$ cat config.mk
export PLATFORM = sky130hd
export DESIGN_NAME = ds2_loop
export DESIGN_NICKNAME = d
export VERILOG_FILES = /design/src/rtl/ds2_loop.sv
export SDC_FILE = /design/constraint.sdc
export NUM_CORES = 1
export LEC_CHECK = 0
export BUFFER_PORTS_ARGS = -buffer_cell sky130_fd_sc_hd__buf_2
export CAP_MARGIN = 20
export CORE_MARGIN = 2
export CORE_UTILIZATION = 40
export DETAILED_ROUTE_END_ITERATION = 10
export SLEW_MARGIN = 20
export SYNTH_ARGS = -nofsm -noshare
export SYNTH_HDL_FRONTEND = slang
export SYNTH_SLANG_ARGS = --single-unit
$ cat constraint.sdc
create_clock -name clk -period 16.95 [get_ports clk]
set_clock_uncertainty 0.1 [all_clocks]
set_input_delay 1.695 -clock clk [delete_from_list [all_inputs] [get_ports clk]]
set_output_delay 1.695 -clock clk [all_outputs]
set_load 0.005 [all_outputs]
$ cat src/rtl/ds2_loop.sv
module ds2_loop #(
  parameter int IN_W  = 16,
  parameter int ACC_W = 24
) (
  input  logic                    clk,
  input  logic                    rst,
  input  logic                    in_valid,
  input  logic signed [IN_W-1:0]  in_sample,
  output logic                    out_valid,
  output logic                    out_bit,
  output logic signed [ACC_W-1:0] state1,
  output logic signed [ACC_W-1:0] state2
);
  localparam int W = ACC_W + 3;
  localparam logic signed [W-1:0] FS   = W'(1) <<< (IN_W - 1);
  localparam logic signed [W-1:0] SMAX = (W'(1) <<< (ACC_W - 1)) - W'(1);
  localparam logic signed [W-1:0] SMIN = ~SMAX;

  function automatic logic signed [ACC_W-1:0] sat(input logic signed [W-1:0] v);
    if (v > SMAX)      return SMAX[ACC_W-1:0];
    else if (v < SMIN) return SMIN[ACC_W-1:0];
    else               return v[ACC_W-1:0];
  endfunction

  function automatic logic signed [W-1:0] ext(input logic signed [ACC_W-1:0] v);
    return {{(W-ACC_W){v[ACC_W-1]}}, v};
  endfunction

  logic signed [ACC_W-1:0] s1_q, s2_q, u1_q, u2_q;
  logic                    bit_q, vld_q;

  logic signed [W-1:0]     fb, xw, qin;
  logic signed [ACC_W-1:0] u1, u2, s1_n, s2_n;

  assign fb   = bit_q ? FS : -FS;
  assign xw   = {{(W-IN_W){in_sample[IN_W-1]}}, in_sample};
  assign u1   = sat(xw - fb);
  assign s1_n = sat(ext(s1_q) + ext(u1) + ext(u1_q));
  assign u2   = sat(ext(s1_n) - (fb <<< 2));
  assign s2_n = sat(ext(s2_q) + ext(u2) + ext(u2_q));
  assign qin  = ext(s2_n) - (fb + (fb <<< 1));

  always_ff @(posedge clk) begin
    if (rst) begin
      s1_q  <= '0;
      s2_q  <= '0;
      u1_q  <= '0;
      u2_q  <= '0;
      bit_q <= 1'b0;
      vld_q <= 1'b0;
    end else begin
      vld_q <= in_valid;
      if (in_valid) begin
        s1_q  <= s1_n;
        s2_q  <= s2_n;
        u1_q  <= u1;
        u2_q  <= u2;
        bit_q <= ~qin[W-1];
      end
    end
  end

  assign out_valid = vld_q;
  assign out_bit   = bit_q;
  assign state1    = s1_q;
  assign state2    = s2_q;
endmodule

==> run metrics, run 1 <==
status finished clean; fill count 2119; CP peak stage delay between 0.7 and 0.8 ns; final hold violations 0; Core Box Area approximately 21000 sq um; post-synthesis register bit count 94; Post-Syn Area approximately 8600 sq um; Worst EP arrival around 15 ns; post-synthesis compound-gate area fraction 0.259; TritonCTS clock tree built; row count 53; number of hold-repair buffers added at the cts stage 0; global-route usage over all layers 0.204; period utilisation layout 0.860; number of port buffers between 60 and 70; largest cells by area after synthesis dfxtp_1 (22%), fa_1 (12%), ha_1 (10%), nand2_1 (4.3%), a41oi_2 (4.2%); Rel. slew slack 0.323; depth of the CTS H-tree 3; mux cell area share after synthesis 0.0234; critical path peak fanout between 40 and 50; crit-path leading delay family compound AO/OA/AOI/OAI gates; RSZ-0062 raised after global routing false; Post-synth ARST share 0; post-synth top area cell dfxtp_1; DRT antenna net count 0; kind of critical path input pin to flip-flop; initial antenna violation count 0; Residual DRC 0; Post-synth EDFFs 0; post-synth net total between 1000 and 1500; DRT Pass-1 Iters 5; Critical Path Start Type input pin; Avg Vias per Cell ~5.6; share of cells above drive strength 1 0.122; Cell variety after synth 74; global route total overflow 0; CTS max path bufs 2; Worst Path Required 17.06 ns; post-CTS resize count 0; kind of path behind the tightest hold check flip-flop to flip-flop; most common flop cell mapped by yosys dfxtp_1; Die Span Y 151 microns; Slew Viols, Final 0; Crit. End Element flip-flop; adder-cell share of the synthesized area 0.219; Num CTS Buffers 9; crit path time final ~15 ns; first-pass GRT wire length about 37000 microns; placer congestion estimate between 0.8 and 0.9; P&R area growth vs syn 9.24%; clock sinks between 90 and 100; Clock Tree Root clkbuf_16; Avg Inst Size Synth approximately 8.4 sq um; final WL 22600 microns; FMAX 0.0686 GHz; largest family of logic cells by synthesized area compound AO/OA/AOI/OAI gates; Nets around 1200; Initial Utilization 0.408; HPWL Detailed approximately 17000 microns; # Post-CTS Setup Buffers 0; Worst Path Buf+Inv 8; max-cap violations 0; number of synthesis warnings 0; Slew @ Worst Pin between 1 and 1.5 ns; simple-gate share of the synthesized area 0.191; most common cell in the netlist nand2_1; Routed wire per std cell around 17 microns; Die W 151 microns; vias in the first global route ~7100; die area between 20000 and 25000 sq um; diode count 0; routed via count ~7500; Slowest-stage cell, CP a31oi_1; top post-synthesis cells by count nand2_1 (98), dfxtp_1 (94), nor2_1 (94), ha_1 (69), a21oi_1 (64); initial DRC count ~350; Clock Pin Slew Worst Setup and Hold Paths about 0.080 ns; sequential fraction of the synthesis area 0.219; Post-Synthesis Cells between 1000 and 1500; Ports slightly below 70; xor/xnor cell area share of the yosys netlist 0.0377; largest net degree at the start of global routing 95; share of the synthesized area in the top cell type 0.219; setup TNS 0 ns; clk_lat worst skew 0.36 ns; number of setup violations in the final report 0
[cells by family (layout without fill, tap and decap cells)]
logic type | after synthesis | in the layout
flops | 94 | 94
xor+xnor | 37 | 37
buf+inv | 110 | 138
simple gates | 344 | 344
mux | 20 | 20
compound gates | 296 | 296
fa+ha+maj | 120 | 120
[worst min-delay path: cells and delay by family (launching register included)]
kind	cells	cell delay, ns
AOI/OAI and AO/OA	1	0.05
and+or+nand+nor	1	0.08
DFF	1	0.31
[area by class of cell]
| type | count | area (sq um) | area share |
|---|---|---|---|
| clock buffers | 9 | 225 | 0.0240 |
| multi-input cells | 817 | 6280 | 0.669 |
| repair buffers | 75 | 395 | 0.0421 |
| well taps | 275 | 344 | 0.0366 |
| flip-flops and latches | 94 | 1880 | 0.200 |
| clock inverters | 7 | 87.6 | 0.00932 |
| inverters | 47 | 176 | 0.0188 |
[flip-flops by register name (all words and copies together) (netlist names)]
| register | count |
|---|---|
| state1 | 24 |
| u1_q | 20 |
| u2_q | 24 |
| state2 | 24 |
| out_bit | 1 |
| out_valid | 1 |
[cell usage in the layout, fill, tap and decap left out, types with 15 or more instances in the layout]
| cell type | instances |
|---|---|
| buf_2 | 67 |
| nor2_1 | 94 |
| o21ai_0 | 44 |
| a21o_1 | 27 |
| fa_1 | 51 |
| a311oi_1 | 16 |
| nand2_1 | 98 |
| a211oi_1 | 30 |
| mux2i_1 | 19 |
| inv_1 | 45 |
| nand3_1 | 56 |
| o21bai_1 | 27 |
| ha_1 | 69 |
| a41oi_2 | 22 |
| xnor2_1 | 19 |
| nor3_1 | 15 |
| dfxtp_1 | 94 |
| xor2_1 | 18 |
| nand2b_1 | 16 |
| a21oi_1 | 64 |
[per-layer routing]
layer	global-route usage	wire, microns	vias up	share of wire
met4	0.0393	305	0	0.014
met5	0	0	-	0
met1	0.297	11200	3551	0.50
li1	-	-	3741	-
met2	0.319	10100	159	0.45
met3	0.0324	992	14	0.044
[through the flow]
step | utilization | setup WS [ns] | hold WS (ns) | instances | area (sq um)
2_1_floorplan | - | 4.28 | 0.363 | 1021 | 8600
6_report | 0.445 | 2.38 | 0.387 | 1324 | 9390
4_1_cts | 0.445 | 2.47 | 0.391 | 1324 | 9390
5_1_grt | 0.445 | 1.15 | 0.435 | 1324 | 9390
3_3_place_gp | 0.431 | 2.60 | 0.377 | 1308 | 9080
3_5_place_dp | 0.431 | 2.15 | 0.380 | 1308 | 9080
[final timing paths]
kind / cells past startpoint / to / startpoint / slack (ns)
setup / recovery: 56 / out_bit / in_sample[15] / 2.38
hold / removal: 2 / u1_q[5] / u1_q[5] / 0.39
setup reg to reg: 54 / out_bit / out_bit / 3.46
hold reg to reg: 2 / u1_q[5] / u1_q[5] / 0.39
Power of run 1 is not shown: default switching activity piles up to over one toggle a cycle in this logic, so the estimate is an artifact.
==> run 2: changes to the inputs <==
clock period = 13.25 ns   (was 16.95 ns; I/O delays follow)
==> run metrics, run 2 (synthesis gave the netlist of run 1 again) <==
status finished clean; routed via count 7482; Slew Viols, Final 0; share of cells above drive strength 1 0.140; die area between 20000 and 25000 sq um; Crit. End Element flip-flop; Worst Path Buf+Inv 7; kind of critical path input pin to flip-flop; commonest non-fill, non-tap cell in the layout nand2_1; Clock Tree Root clkbuf_16; number of port buffers around 70; final WL between 20000 and 25000 microns; vias in the first global route ~7000; Ports just under 70; number of setup violations in the final report 0; Routed wire per std cell between 15 and 20 microns; clk_lat worst skew between 0.3 and 0.4 ns; clock sinks 94; depth of the CTS H-tree 3; kind of path behind the tightest hold check flip-flop to flip-flop; HPWL Detailed around 17000 microns; Core Box Area ~21000 sq um; largest net degree at the start of global routing 95; initial DRC count 533; crit path time final approximately 12 ns; Initial Utilization 0.408; Rel. slew slack 0.328; Clock Pin Slew Worst Setup and Hold Paths 0.07 ns; RSZ-0062 raised after global routing false; diode count 0; crit-path leading delay family compound AO/OA/AOI/OAI gates; global-route usage over all layers 0.205; first-pass GRT wire length around 37000 microns; row count 53; Worst Path Required about 13 ns; Critical Path Start Type input pin; max-cap violations 0; Die W 151 microns; critical path peak fanout 35; DRT antenna net count 0; FMAX just over 0.08 GHz; Avg Vias per Cell approximately 5.6; final hold violations 0; period utilisation layout 0.934; setup TNS 0 ns; Slew @ Worst Pin between 1 and 1.5 ns; Die Span Y approximately 150 microns; commonest non-fill, non-tap cells in the layout nand2_1 (98), nor2_1 (94), dfxtp_1 (94); global route total overflow 0; CP peak stage delay 0.58 ns; CTS max path bufs 2; P&R area growth vs syn 11.9%; Slowest-stage cell, CP or4_4; placer congestion estimate around 0.9; TritonCTS clock tree built; Nets 1194; Most Frequent Cell on Critical Path ha_1; initial antenna violation count 0; Num CTS Buffers 9; Worst EP arrival roughly 12 ns; Residual DRC 0; DRT Pass-1 Iters 5
-- run 2: changes by cell type in the layout (fill, tap and decap cells not counted), moves of 3 or more --
cell,before,now
a21oi_1,64,61
a2111oi_0,3,0
buf_4,8,15
a21oi_2,1,4
buf_6,0,3
bufinv_16,1,4
a2111oi_2,1,4
-- run 2: worst paths after layout --
| check | start | to | slack, ns | depth (start not counted) |
|---|---|---|---|---|
| min | u1_q[5] | u1_q[5] | 0.39 | 2 |
| max reg2reg | out_bit | out_bit | 1.59 | 53 |
| min reg2reg | u1_q[5] | u1_q[5] | 0.39 | 2 |
| max | in_sample[15] | out_bit | 0.88 | 55 |
-- run 2: worst min-delay path, stage by stage, from the launching register on --
cell and delay [ns]:
dfxtp_1 0.31, nor2_1 0.08, a211oi_1 0.05
-- run 2: layout make-up --
cell class / count / area [sq um]
Clock inverter: 5 / 129
Tap cell: 275 / 344
Timing Repair Buffer: 86 / 497
Clock buffer: 11 / 243
Fill cell: 2093 / 11500
Inverter: 47 / 176
Multi-Input combinational cell: 817 / 6350
Sequential cell: 94 / 1880
-- run 2: per-stage QoR --
| step | util | hold slack, ns | worst slack, ns | instance area [sq um] | std cells |
|---|---|---|---|---|---|
| detailed placement | 0.434 | 0.383 | 0.0165 | 9160 | 1318 |
| finish | 0.456 | 0.392 | 0.881 | 9620 | 1335 |
| floorplan | - | 0.363 | 0.954 | 8600 | 1021 |
| global route | 0.456 | 0.415 | 0.0186 | 9620 | 1335 |
| CTS | 0.452 | 0.394 | 0.315 | 9530 | 1334 |
| global placement | 0.434 | 0.375 | 0.194 | 9160 | 1318 |
-- run 2: metal layers --
layer | GRT usage | routed length (microns) | share of wire
met1 | 0.296 | 11400 | 0.50
met2 | 0.323 | 10200 | 0.45
met3 | 0.0306 | 779 | 0.034
met4 | 0.0481 | 295 | 0.013
met5 | 0 | 0 | 0
-- run 2: what timing repair did --
action | CTS | global route
setup endpoints to repair | 0 | 1
hold buffers | 0 | 0
gates resized for setup | 0 | 22
setup buffers | 0 | 1
Power of run 2 is left out for the same reason.
==> run 3: changes to the inputs <==
clock period = 15 ns   (was 13.25 ns; I/O delays follow)
==> run metrics, run 3 (synthesis gave the netlist of run 1 again) <==
critical path peak fanout 22; Avg Vias per Cell 5.58; kind of critical path input pin to flip-flop; routed via count 7397; global route total overflow 0; max-cap violations 0; final hold violations 0; depth of the CTS H-tree 3; Num CTS Buffers 9; Ports 69; initial antenna violation count 0; RSZ-0062 raised after global routing false; clk_lat worst skew 0.36 ns; DRT Pass-1 Iters 5; placer congestion estimate 0.891; Clock Tree Root clkbuf_16; status finished clean; Rel. slew slack 0.322; Worst EP arrival between 10 and 15 ns; Die Span Y 151 microns; commonest non-fill, non-tap cell in the layout nand2_1; period utilisation layout 0.910; crit path time final between 10 and 15 ns; global-route usage over all layers 0.204; HPWL Detailed 16900 microns; share of cells above drive strength 1 0.123; CTS max path bufs 2; setup TNS 0 ns; first-pass GRT wire length ~37000 microns; final WL approximately 22000 microns; Crit. End Element flip-flop; TritonCTS clock tree built; die area between 20000 and 25000 sq um; diode count 0; Core Box Area about 21000 sq um; Initial Utilization 0.408; DRT antenna net count 0; FMAX roughly 0.073 GHz; largest net degree at the start of global routing between 90 and 100; number of setup violations in the final report 0; initial DRC count ~380; vias in the first global route slightly above 7000; Worst Path Required between 15 and 20 ns; reg2reg setup slack around 2.3 ns; Residual DRC 0; Critical Path Start Type input pin; Slew Viols, Final 0; Routed wire per std cell 16.9 microns; row count 53; Nets about 1200; CP peak stage delay about 0.48 ns; clock sinks 94; P&R area growth vs syn 9.43%; commonest non-fill, non-tap cells in the layout nand2_1 (98), nor2_1 (94), dfxtp_1 (94); Slowest-stage cell, CP nand2_1; Slew @ Worst Pin between 1 and 1.5 ns; number of port buffers between 60 and 70; kind of path behind the tightest hold check flip-flop to flip-flop; Die W approximately 150 microns; Clock Pin Slew Worst Setup and Hold Paths ~0.070 ns
## run 3: cell count changes in the layout (fill, tap and decap cells not counted), sizes merged
cell      delta
buf          -9
bufinv       -3
clkbuf       +2
clkinv       +2
clkinvlp     +1
inv          -2
## run 3: final cells by class
type                    count  area, sq um
fillers                  2130        11700
multi-input cells         817         6300
flip-flops and latches     94         1880
repair buffers             77          410
well taps                 275          344
clock buffers              13          250
inverters                  47          180
clock inverters             3         43.8
## run 3: timing repair
action                     CTS  global route
setup endpoints to repair    0             1
setup buffers                0             0
gates resized for setup      0             6
hold buffers                 0             0
## run 3: path summary, 6_finish.rpt
check                           cells past startpoint  endpoint          start
worst max-delay path                               58   out_bit  in_sample[15]
worst max register to register                     56   out_bit        out_bit
worst min-delay path                                2   u1_q[5]        u1_q[5]
worst min register to register                      2   u1_q[5]        u1_q[5]
## run 3: stage by stage
step / utilization / cell area (sq um) / hold slack (ns) / std cells / setup WS [ns]
floorplan: - / 8600 / 0.363 / 1021 / 2.53
global placement: 0.431 / 9100 / 0.375 / 1310 / 1.17
detailed placement: 0.431 / 9100 / 0.382 / 1310 / 0.572
CTS: 0.445 / 9390 / 0.394 / 1326 / 0.929
global route: 0.446 / 9410 / 0.428 / 1326 / 0.0227
finish: 0.446 / 9410 / 0.390 / 1326 / 1.34
## run 3: critical path: cells and delay by family
family          cells  cell delay (ns)
compound gates     22             5.03
fa+ha+maj          11             3.59
simple gates       15             2.52
buf+inv             9             0.97
mux                 1             0.13
## run 3: per-layer routing
metal | track usage | wire length [microns] | vias to the layer above
met5 | 0 | 0 | -
met4 | 0.0556 | 296 | 0
li1 | - | - | 3756
met1 | 0.293 | 11200 | 3473
met3 | 0.0285 | 853 | 21
met2 | 0.322 | 10100 | 147
Power of run 3 is left out for the same reason.
